==> src/rtl/dmareg_pkg.sv <==
package dmareg_pkg;

    localparam int ADDR_W   = 12;
    localparam int DATA_W   = 32;
    localparam int CH_WORDS = 5;
    localparam int CH_BITS  = CH_WORDS * DATA_W;

    localparam logic [ADDR_W-1:0] ID_BASE = 12'hFE0;

    // global word indices (byte address / 4)
    localparam logic [5:0] GW_STAT     = 6'd0;
    localparam logic [5:0] GW_TC_MSK   = 6'd1;
    localparam logic [5:0] GW_TC_CLR   = 6'd2;
    localparam logic [5:0] GW_ERR_MSK  = 6'd3;
    localparam logic [5:0] GW_ERR_CLR  = 6'd4;
    localparam logic [5:0] GW_TC_RAW   = 6'd5;
    localparam logic [5:0] GW_ERR_RAW  = 6'd6;
    localparam logic [5:0] GW_ENABLED  = 6'd7;
    localparam logic [5:0] GW_CFG      = 6'd12;
    localparam logic [5:0] GW_SYNC     = 6'd13;

    typedef enum logic [0:0] {ST_IDLE, ST_ACK} host_st_e;

    typedef enum logic [1:0] {AK_BAD, AK_CHAN, AK_GLOB, AK_ID} acc_kind_e;

    function automatic logic gw_readable(input logic [5:0] gw);
        return (gw == GW_STAT) || (gw == GW_TC_MSK) || (gw == GW_ERR_MSK) ||
               (gw == GW_TC_RAW) || (gw == GW_ERR_RAW) || (gw == GW_ENABLED) ||
               (gw == GW_CFG) || (gw == GW_SYNC);
    endfunction

    function automatic logic gw_writable(input logic [5:0] gw);
        return (gw == GW_TC_CLR) || (gw == GW_ERR_CLR) ||
               (gw == GW_CFG) || (gw == GW_SYNC);
    endfunction

    function automatic logic [7:0] id_byte(input logic [2:0] idx, input logic wide);
        logic [7:0] b;
        unique case (idx)
            3'd0: b = wide ? 8'h80 : 8'h81;
            3'd1: b = 8'h10;
            3'd2: b = 8'h04;
            3'd3: b = 8'h0A;
            3'd4: b = 8'h0D;
            3'd5: b = 8'hF0;
            3'd6: b = 8'h05;
            default: b = 8'hB1;
        endcase
        return b;
    endfunction

endpackage

==> src/rtl/dmareg_decode.sv <==
module dmareg_decode
    import dmareg_pkg::*;
#(
    parameter int NCHAN = 8
) (
    input  logic [ADDR_W-1:0] addr,
    input  logic              we,
    output acc_kind_e         kind,
    output logic [2:0]        ch_idx,
    output logic [2:0]        ch_word,
    output logic [5:0]        gword,
    output logic [2:0]        id_idx
);

    always_comb begin
        ch_idx  = addr[7:5];
        ch_word = addr[4:2];
        gword   = addr[7:2];
        id_idx  = addr[4:2];
        kind    = AK_BAD;
        if (addr[1:0] == 2'b00) begin
            if (addr[ADDR_W-1:8] == 4'h1) begin
                if ((int'(addr[7:5]) < NCHAN) && (addr[4:2] < 3'(CH_WORDS)))
                    kind = AK_CHAN;
            end else if (addr >= ID_BASE) begin
                if (!we)
                    kind = AK_ID;
            end else if (addr[ADDR_W-1:8] == 4'h0) begin
                if (we ? gw_writable(addr[7:2]) : gw_readable(addr[7:2]))
                    kind = AK_GLOB;
            end
        end
    end

endmodule

==> src/rtl/dmareg_chan_bank.sv <==
module dmareg_chan_bank
    import dmareg_pkg::*;
#(
    parameter int NCHAN = 8
) (
    input  logic                    clk,
    input  logic                    rst_n,
    input  logic                    wr_en,
    input  logic [2:0]              wr_idx,
    input  logic [2:0]              wr_word,
    input  logic [DATA_W-1:0]       wdata,
    input  logic [2:0]              rd_idx,
    input  logic [2:0]              rd_word,
    output logic [DATA_W-1:0]       rd_data,
    output logic [NCHAN*DATA_W-1:0] src_o,
    output logic [NCHAN*DATA_W-1:0] dst_o,
    output logic [NCHAN*DATA_W-1:0] link_o,
    output logic [NCHAN*DATA_W-1:0] ctrl_o,
    output logic [NCHAN*DATA_W-1:0] cfg_o
);

    logic [NCHAN*CH_BITS-1:0] bank_q;

    for (genvar c = 0; c < NCHAN; c++) begin : g_chan
        logic [CH_BITS-1:0] words_q;

        always_ff @(posedge clk) begin
            if (!rst_n) begin
                words_q <= '0;
            end else if (wr_en && (wr_idx == 3'(c))) begin
                for (int w = 0; w < CH_WORDS; w++) begin
                    if (wr_word == 3'(w))
                        words_q[w*DATA_W +: DATA_W] <= wdata;
                end
            end
        end

        assign bank_q[c*CH_BITS +: CH_BITS] = words_q;
        assign src_o [c*DATA_W +: DATA_W]   = words_q[0*DATA_W +: DATA_W];
        assign dst_o [c*DATA_W +: DATA_W]   = words_q[1*DATA_W +: DATA_W];
        assign link_o[c*DATA_W +: DATA_W]   = words_q[2*DATA_W +: DATA_W];
        assign ctrl_o[c*DATA_W +: DATA_W]   = words_q[3*DATA_W +: DATA_W];
        assign cfg_o [c*DATA_W +: DATA_W]   = words_q[4*DATA_W +: DATA_W];
    end

    always_comb begin
        rd_data = '0;
        for (int c = 0; c < NCHAN; c++) begin
            for (int w = 0; w < CH_WORDS; w++) begin
                if ((rd_idx == 3'(c)) && (rd_word == 3'(w)))
                    rd_data = bank_q[(c*CH_WORDS + w)*DATA_W +: DATA_W];
            end
        end
    end

endmodule

==> src/rtl/dmareg_irq.sv <==
module dmareg_irq #(
    parameter int NCHAN = 8
) (
    input  logic             clk,
    input  logic             rst_n,
    input  logic [NCHAN-1:0] tc_set,
    input  logic [NCHAN-1:0] err_set,
    input  logic             tc_clr_we,
    input  logic             err_clr_we,
    input  logic [NCHAN-1:0] clr_bits,
    input  logic [NCHAN-1:0] tc_mask,
    input  logic [NCHAN-1:0] err_mask,
    output logic [NCHAN-1:0] raw_tc,
    output logic [NCHAN-1:0] raw_err,
    output logic [NCHAN-1:0] tc_masked,
    output logic [NCHAN-1:0] err_masked,
    output logic             irq
);

    logic [NCHAN-1:0] tc_clr_v;
    logic [NCHAN-1:0] err_clr_v;

    assign tc_clr_v  = tc_clr_we  ? clr_bits : '0;
    assign err_clr_v = err_clr_we ? clr_bits : '0;

    // a set pulse dominates a clear of the same bit
    always_ff @(posedge clk) begin
        if (!rst_n) begin
            raw_tc  <= '0;
            raw_err <= '0;
        end else begin
            raw_tc  <= (raw_tc  & ~tc_clr_v)  | tc_set;
            raw_err <= (raw_err & ~err_clr_v) | err_set;
        end
    end

    assign tc_masked  = raw_tc  & tc_mask;
    assign err_masked = raw_err & err_mask;
    assign irq        = |{tc_masked, err_masked};

endmodule

==> src/rtl/dmareg_top.sv <==
module dmareg_top
    import dmareg_pkg::*;
#(
    parameter int NCHAN = 8
) (
    input  logic                    clk,
    input  logic                    rst_n,
    input  logic                    host_req,
    input  logic                    host_we,
    input  logic [ADDR_W-1:0]       host_addr,
    input  logic [DATA_W-1:0]       host_wdata,
    output logic                    host_ack,
    output logic [DATA_W-1:0]       host_rdata,
    output logic                    host_err,
    input  logic [NCHAN-1:0]        tc_set,
    input  logic [NCHAN-1:0]        err_set,
    output logic [NCHAN*DATA_W-1:0] ch_src,
    output logic [NCHAN*DATA_W-1:0] ch_dst,
    output logic [NCHAN*DATA_W-1:0] ch_link,
    output logic [NCHAN*DATA_W-1:0] ch_ctrl,
    output logic [NCHAN*DATA_W-1:0] ch_cfg,
    output logic [DATA_W-1:0]       glb_cfg,
    output logic [DATA_W-1:0]       glb_sync,
    output logic                    be_unsup,
    output logic                    irq
);

    localparam int TC_MASK_BIT  = 15;
    localparam int ERR_MASK_BIT = 14;
    localparam int CH_EN_BIT    = 0;
    localparam bit WIDE_ID      = (NCHAN == 8);

    host_st_e  st_q, st_d;
    acc_kind_e kind;
    logic [2:0] ch_idx, ch_word, id_idx;
    logic [5:0] gword;
    logic       accept, wr_ok;
    logic [DATA_W-1:0] bank_rd, rd_val;
    logic [NCHAN-1:0]  tc_mask, err_mask, ch_en;
    logic [NCHAN-1:0]  raw_tc, raw_err, tc_masked, err_masked;

    dmareg_decode #(.NCHAN(NCHAN)) decode_i (
        .addr    (host_addr),
        .we      (host_we),
        .kind    (kind),
        .ch_idx  (ch_idx),
        .ch_word (ch_word),
        .gword   (gword),
        .id_idx  (id_idx)
    );

    assign accept = (st_q == ST_IDLE) && host_req;
    assign wr_ok  = accept && host_we;

    dmareg_chan_bank #(.NCHAN(NCHAN)) bank_i (
        .clk     (clk),
        .rst_n   (rst_n),
        .wr_en   (wr_ok && (kind == AK_CHAN)),
        .wr_idx  (ch_idx),
        .wr_word (ch_word),
        .wdata   (host_wdata),
        .rd_idx  (ch_idx),
        .rd_word (ch_word),
        .rd_data (bank_rd),
        .src_o   (ch_src),
        .dst_o   (ch_dst),
        .link_o  (ch_link),
        .ctrl_o  (ch_ctrl),
        .cfg_o   (ch_cfg)
    );

    for (genvar c = 0; c < NCHAN; c++) begin : g_mask
        assign tc_mask[c]  = ch_cfg[c*DATA_W + TC_MASK_BIT];
        assign err_mask[c] = ch_cfg[c*DATA_W + ERR_MASK_BIT];
        assign ch_en[c]    = ch_cfg[c*DATA_W + CH_EN_BIT];
    end

    dmareg_irq #(.NCHAN(NCHAN)) irq_i (
        .clk        (clk),
        .rst_n      (rst_n),
        .tc_set     (tc_set),
        .err_set    (err_set),
        .tc_clr_we  (wr_ok && (kind == AK_GLOB) && (gword == GW_TC_CLR)),
        .err_clr_we (wr_ok && (kind == AK_GLOB) && (gword == GW_ERR_CLR)),
        .clr_bits   (host_wdata[NCHAN-1:0]),
        .tc_mask    (tc_mask),
        .err_mask   (err_mask),
        .raw_tc     (raw_tc),
        .raw_err    (raw_err),
        .tc_masked  (tc_masked),
        .err_masked (err_masked),
        .irq        (irq)
    );

    // global registers
    always_ff @(posedge clk) begin
        if (!rst_n) begin
            glb_cfg  <= '0;
            glb_sync <= '0;
        end else if (wr_ok && (kind == AK_GLOB)) begin
            if (gword == GW_CFG)
                glb_cfg <= host_wdata;
            if (gword == GW_SYNC)
                glb_sync <= host_wdata;
        end
    end

    assign be_unsup = glb_cfg[1] | glb_cfg[2];

    // read selection
    always_comb begin
        rd_val = '0;
        unique case (kind)
            AK_CHAN: rd_val = bank_rd;
            AK_ID:   rd_val = DATA_W'(id_byte(id_idx, WIDE_ID));
            AK_GLOB: begin
                case (gword)
                    GW_STAT:    rd_val = DATA_W'(tc_masked | err_masked);
                    GW_TC_MSK:  rd_val = DATA_W'(tc_masked);
                    GW_ERR_MSK: rd_val = DATA_W'(err_masked);
                    GW_TC_RAW:  rd_val = DATA_W'(raw_tc);
                    GW_ERR_RAW: rd_val = DATA_W'(raw_err);
                    GW_ENABLED: rd_val = DATA_W'(ch_en);
                    GW_CFG:     rd_val = glb_cfg;
                    GW_SYNC:    rd_val = glb_sync;
                    default:    rd_val = '0;
                endcase
            end
            default: rd_val = '0;
        endcase
    end

    // host controller: state register
    always_ff @(posedge clk) begin
        if (!rst_n)
            st_q <= ST_IDLE;
        else
            st_q <= st_d;
    end

    always_comb begin
        st_d = st_q;
        unique case (st_q)
            ST_IDLE: if (host_req) st_d = ST_ACK;
            ST_ACK:  st_d = ST_IDLE;
            default: st_d = ST_IDLE;
        endcase
    end

    // host controller: outputs
    always_ff @(posedge clk) begin
        if (!rst_n) begin
            host_ack   <= 1'b0;
            host_err   <= 1'b0;
            host_rdata <= '0;
        end else if (accept) begin
            host_ack   <= 1'b1;
            host_err   <= (kind == AK_BAD);
            host_rdata <= host_we ? '0 : rd_val;
        end else begin
            host_ack   <= 1'b0;
            host_err   <= 1'b0;
        end
    end

endmodule

==> config.mk <==
export PLATFORM = sky130hd
export DESIGN_NAME = dmareg_top
export DESIGN_NICKNAME = d
export VERILOG_FILES = /design/src/rtl/dmareg_pkg.sv /design/src/rtl/dmareg_decode.sv /design/src/rtl/dmareg_chan_bank.sv /design/src/rtl/dmareg_irq.sv /design/src/rtl/dmareg_top.sv
export SDC_FILE = /design/constraint.sdc
export NUM_CORES = 2
export LEC_CHECK = 0
export CORE_AREA = 4 4 564 566
export DETAILED_ROUTE_END_ITERATION = 12
export DIE_AREA = 0 0 568 570
export HOLD_SLACK_MARGIN = 0.12
export PLACE_DENSITY = 0.42
export SETUP_SLACK_MARGIN = 0.4
export SLEW_MARGIN = 20
export SYNTH_ARGS = -nofsm -noshare
export SYNTH_HDL_FRONTEND = slang
export SYNTH_SLANG_ARGS = --single-unit
==> constraint.sdc <==
create_clock -name clk -period 3.3 [get_ports clk]
set_clock_uncertainty 0.2 [all_clocks]
set_input_delay 0.66 -clock clk [delete_from_list [all_inputs] [get_ports clk]]
set_output_delay 0.66 -clock clk [all_outputs]
set_load 0.01 [all_outputs]
== Word-level counts from Yosys, hierarchy flattened ==
Cells that the tools add are included.
Storage, ports and cells
  word-level logic and storage cells: 258
  ROM bits: 0
  bits in registers: 1395
  bits in latches: 0
  output and inout bits: 1380
  memories kept: 0
  input bits: 64
  memory bits (writable): 0
Operators by class
  bitwise operators: 11
  reduce and logical (&&, ||, !) cells: 114
  $mul: 0
  div/mod/pow operators: 0
  mux-type cells: 57
  magnitude comparators: 2
  eq/ne operators: 26
  add/subtract/negate cells: 0
  shift operators: 0
Operator list (number)
  $mux W32: 41
  $pmux W32 S8: 1
  $pmux W32 S3: 1
  $reduce_and A2 Y1: 43
  $pmux W8 S7: 1
  $logic_and A1 B1 Y1: 54
  $and A8 B8 Y8: 4
  $eq A6 B3 Y1 const B: 4
  $or A8 B8 Y8: 3
  $eq A3 B3 Y1 const B: 7
  $mux W8: 2
  $not A8 Y8: 2
  $reduce_or A16 Y1: 1
  $eq A3 B2 Y1 const B: 4
  $eq A6 B2 Y1 const B: 2
  $eq A6 B4 Y1 const B: 2
  $ge A12 B12 Y1 const B: 1
  $mux W2: 6
  $logic_or A1 B1 Y1: 10
  $eq A3 B1 Y1 const B: 2
  $eq A6 B1 Y1 const B: 1
  $logic_not A3 Y1: 2
  $logic_not A6 Y1: 1
  $eq A2 B2 Y1 const B: 2
  9 further kinds: 13

== Depth between registers and ports, before layout ==
  word-level depth: 44
  depth in mapped cells: 13
  gate-level depth less buffers: 7

== Cells and area by module ==
A second synthesis with hierarchy kept.
Unflattened totals
  cell total of the unflattened synthesis: 7973
  area total of the unflattened synthesis: 63213.1 um2
By module, submodules not included
  dmareg_chan_bank: area an instance 57403.8 um2, instances 1, seq. area each 25624.6 um2, cells an instance 7257
  dmareg_top: area an instance 4857.2 um2, instances 1, seq. area each 1981.9 um2, cells an instance 593
  dmareg_irq: area an instance 714.4 um2, instances 1, seq. area each 320.3 um2, cells an instance 88
  dmareg_decode: area an instance 237.7 um2, instances 1, seq. area each 0.0 um2, cells an instance 35

== Worst setup path after synthesis ==
No wires, ideal clock.
  path kind: in2reg
  from: input port host_addr[6]
  to: register host_rdata[6]
  path buffers: 3
  data required time: 2.978 ns
  slack: 0.315 ns
  library setup time: 0.122 ns
  data arrival time: 2.663 ns
  stages on the path: 10
  cell sequence: buf_6 -> buf_6 -> or4b_4 -> buf_6 -> or3_1 -> a221oi_1 -> and4_1 -> o211ai_1 -> a211oi_1 -> nor3_1
Between the ends
  longest elaborated chain between the ends: 44
  elaborated cells between the ends (all ways): 121
  classes of those cells: order compare: 1; eq/ne: 19; mux: 49; reduce/logical: 52
RTL lines
  from (decl): RTL line dmareg_top.sv:10  | input logic [ADDR_W-1:0] host_addr,
  $logic_not A3 Y1: RTL line dmareg_chan_bank.sv:50  | if ((rd_idx == 3'(c)) && (rd_word == 3'(w)))
  $logic_and A1 B1 Y1: RTL line dmareg_chan_bank.sv:50
  $mux W32 (40 in a row): RTL line dmareg_chan_bank.sv:50
  $pmux W32 S3 *: RTL line dmareg_top.sv:113  | unique case (kind)
  $mux W32 *: RTL line dmareg_top.sv:159  | host_rdata <= host_we ? '0 : rd_val;
  to (signal assigned): RTL line dmareg_top.sv:159
  to (decl): RTL line dmareg_top.sv:13  | output logic [DATA_W-1:0] host_rdata,
Every way passes the cells marked *; elsewhere a longest branch is shown, timed or not.
A chain may end at the register's enable or synchronous reset.

== Worst setup path in the final report ==
  from: register bank_i.g_chan[2].words_q[143]
  to: output port irq
Between the ends
  longest elaborated chain between the ends: 2
RTL lines
  from (decl): RTL line dmareg_chan_bank.sv:25  | logic [CH_BITS-1:0] words_q;
  from (signal, indexed assignment): RTL line dmareg_chan_bank.sv:33  | words_q[w*DATA_W +: DATA_W] <= wdata;
  $and A8 B8 Y8: RTL line dmareg_irq.sv:37  | assign tc_masked = raw_tc & tc_mask;
  $reduce_or A16 Y1: RTL line dmareg_irq.sv:39  | assign irq = |{tc_masked, err_masked};
  to (decl): RTL line dmareg_top.sv:25  | output logic irq
Every way passes these cells.

==> results_dict.tcl <==
set metrics [dict create \
    status "finished clean" \
    end_kind "output port" \
    die_h_um 570 \
    synthArstFlopShare_pct 0 \
    path_clk_slew_ns 0.06 \
    crit_buf_inv 1 \
    crit_start "bank_i.g_chan[2].words_q[143]$_SDFFE_PN0P_" \
    slew_headroom_pct 24.0 \
    synth_compound_area_share_pct 17.9 \
    grt_max_degree 118 \
    dp.cells 13200 \
    ys_ff_latch 1395 \
    min-delay-start "host_wdata[13]" \
    area.growth.synth_to_final_pct 64.6 \
    ir_worst_vdd_mv 0.376 \
    syn_area_per_cell_um2 8.60 \
    worst_pin_slew_ns 1.13 \
    crit_path_max_fanout 3 \
    path_delay_family "simple AND/OR/NAND/NOR gates" \
    max_stage_delay_ns 0.41 \
    hold_depth 4 \
    cts_tree "done" \
    worstHoldEndpoint "bank_i.g_chan[4].words_q[77]$_SDFFE_PN0P_" \
    ys_seq_area_share_pct 45.5 \
    timing.final.crit_share_pct 95.8 \
    layout_min_cycle_time_ns 3.16 \
    nets 9448 \
    vias 73200 \
    grt_usage_pct 35.3 \
    die_area_mm2 0.324 \
    portBuffers 1443 \
    r2r-start "bank_i.g_chan[0].words_q[24]$_SDFFE_PN0P_" \
    synth_top_family_by_area "compound AO/OA/AOI/OAI gates" \
    fmax_ghz 0.316 \
    post_drt_wl_per_cell_um 44.0 \
    synthAdderAreaFrac_pct 0 \
    drtIter0Drc 10300 \
    dp.final_hpwl_um 478000 \
    leakagePower_nw 41.0 \
    slew_violations 0 \
    synth_simple_gate_area_share_pct 16.7 \
    drc_errors 0 \
    hold_viol_final 0 \
    pre_cts_ws_ns -1.61 \
    rr_endpoint "host_rdata[24]$_SDFFE_PN0P_" \
    power.total_mw 41.1 \
    gp_congestion 0.994 \
    stdcell_area_mm2 0.101 \
    coreArea_mm2 0.314 \
    setup_viol 0 \
    syn_inst 7131 \
    cp.arrival_ns 2.30 \
    placed_area_mm2 0.0904 \
    final.setup.worst_slack_ns 0.140 \
    synth_xor_area_share_pct 0.0143 \
    routed_wl_um 603000 \
    start_util_pct 19.6 \
    ioPinCount 1444 \
    root_buffer "clkbuf_16" \
    clkSinkCount 1395 \
    yosysWarnings 0 \
    grt_pass1_wl_um 760000 \
    num_rows 206 \
    antenna_found_initial 56 \
    slowest_stage "dfxtp_4" \
    synth_nets 7195 \
    clkLatencyLatePin_ns 0.90 \
    yosysUniqueCellTypes 98 \
    hold_path_class "input pin to flop" \
    via_per_inst 5.35 \
    cp-start-kind "flop" \
    r2r_slack_ns 0.50 \
    chipWidth_um 568 \
    synth_edf_count 0 \
    syn_area_mm2 0.0614 \
    antenna_left 0 \
    cts.htree.levels 4 \
    path_class "flop to output port" \
    drv_cap 0 \
    crit_chain "nand2_2 -> nand2_1 -> a221oi_2 -> nand4_1 -> or3_4 -> buf_6" \
    rr_worst_depth 9 \
    p_per_area_mw_per_mm2 407 \
    rsz0062_at_grt "true" \
    final_util_pct 32.2 \
    grt-ovfl-total 0 \
    first_global_vias 67900 \
    synth_mux_area_share_pct 14.3 \
    cts_made_buffers 182 \
    cts_buffer_depth 4 \
    firstDrtPassIters 9 \
    ys.flop_type "dfxtp_1" \
    drive_above_1_share_pct 22.5 \
    nFillCells 32600 \
    stdcell_count 13700 \
    required_ns 2.44 \
]
## cell families after synthesis
kind of cell / Yosys count
multiplexers: 875
XOR/XNOR: 1
flip-flops: 1395
buffers and inverters: 764
AND/OR/NAND/NOR: 2384
AO/OA/AOI/OAI: 1712
## layer usage
layer	track usage [%]	share of wire (%)	vias to the layer above
li1	-	-	29800
met1	44.3	40	37200
met2	52.1	41	5197
met3	14.3	13	986
met4	17.8	6.3	24
met5	0	0.026	-
## through the flow
stage,hold slack (ns),TNS [ns]
3_5_place_dp,0.262,-1348.72
2_1_floorplan,0.288,0
3_3_place_gp,0.257,-1328.71
4_1_cts,0.124,0
6_report,0.105,0
5_1_grt,0.142,0
## cell usage after synthesis, types with 15 or more instances
cell / instances / area share [%]
a2111oi_0: 36 / 0.51
a211oi_1: 29 / 0.35
a21boi_0: 22 / 0.27
a21oi_1: 591 / 4.8
a221o_1: 31 / 0.51
a221oi_1: 65 / 0.93
a222oi_1: 33 / 0.54
a22o_1: 21 / 0.30
a22oi_1: 217 / 2.7
a31oi_1: 20 / 0.20
and2_1: 19 / 0.19
and3_1: 83 / 0.85
buf_1: 25 / 0.15
buf_2: 165 / 1.3
buf_4: 73 / 0.89
clkbuf_1: 475 / 2.9
dfxtp_1: 1395 / 46
inv_1: 15 / 0.092
mux2i_1: 869 / 14
nand2_1: 893 / 5.5
nand3_1: 130 / 1.1
nand4_1: 44 / 0.45
nor2_1: 1004 / 6.1
nor2_2: 23 / 0.23
nor2_4: 15 / 0.28
nor3_1: 57 / 0.46
nor4_1: 21 / 0.21
o211ai_1: 19 / 0.23
o21a_1: 33 / 0.40
o21ai_0: 335 / 2.7
o221ai_1: 43 / 0.61
o22ai_1: 79 / 0.81
## worst max path at each step
stage / to / slack (ns) / cells past startpoint
3_3_place_gp: host_rdata[12]$_SDFFE_PN0P_ / -2.40 / 13
3_5_place_dp: host_rdata[21]$_SDFFE_PN0P_ / -1.61 / 11
5_1_grt: irq / 0.11 / 6
4_1_cts: ch_src[87] / 0.10 / 1
2_1_floorplan: bank_i.g_chan[0].words_q[130]$_SDFFE_PN0P_ / 0.37 / 10
6_report: irq / 0.14 / 6
## repair_timing
action,in CTS,in global routing
cloned,2,3
setup endpoints to repair,1883,447
setup buffers,44,48
hold endpoints to repair,66,0
resized for setup,351,627
hold buffers,19,0
pin swaps,73,100
## power breakdown
part	internal, mW	leakage [nW]	switching, mW
Combinational	0.908	26.7	2.15
Clock	12.4	3.02	8.78
Sequential	16.8	11.3	0.0212
## cells in the final DEF (no fill, tap or decap), drive strengths merged, types with 61 or more instances in the layout
master and n:
clkbuf 278, nor2 1042, nand2 896, buf 1392
dlymetal6s2s 328, dfxtp 1395, nand3 131, nor3 61
a21oi 591, clkdlybuf4s50 1049, a221oi 66, o21ai 345
a22oi 218, o22ai 79, and3 83, mux2i 869
## registers in the layout, summed over array words and instances, names as in the netlist, 8 cells and up
| signal | cells |
|---|---|
| irq_i.raw_err | 8 |
| bank_i.g_chan.words_q | 1280 |
| glb_sync | 32 |
| host_rdata | 32 |
| glb_cfg | 32 |
| irq_i.raw_tc | 8 |
## tightest hold or removal path, cell delays in order
cell     delay [ns]
buf_2          0.12
buf_12         0.18
nand2_1        0.09
a21oi_1        0.05
## area by class of cell
cell class / instances / area [um^2] / share of cell area [%]
multi-input combinational: 4972 / 32200 / 31.9
timing repair buffer: 2817 / 29300 / 29.0
sequential: 1395 / 28100 / 27.8
clock buffer: 264 / 5320 / 5.26
tap: 4160 / 5200 / 5.15
clock inverter: 53 / 845 / 0.836
inverter: 16 / 67.6 / 0.0669
antenna: 17 / 42.5 / 0.0421
Power figures use the tool's default switching activity.
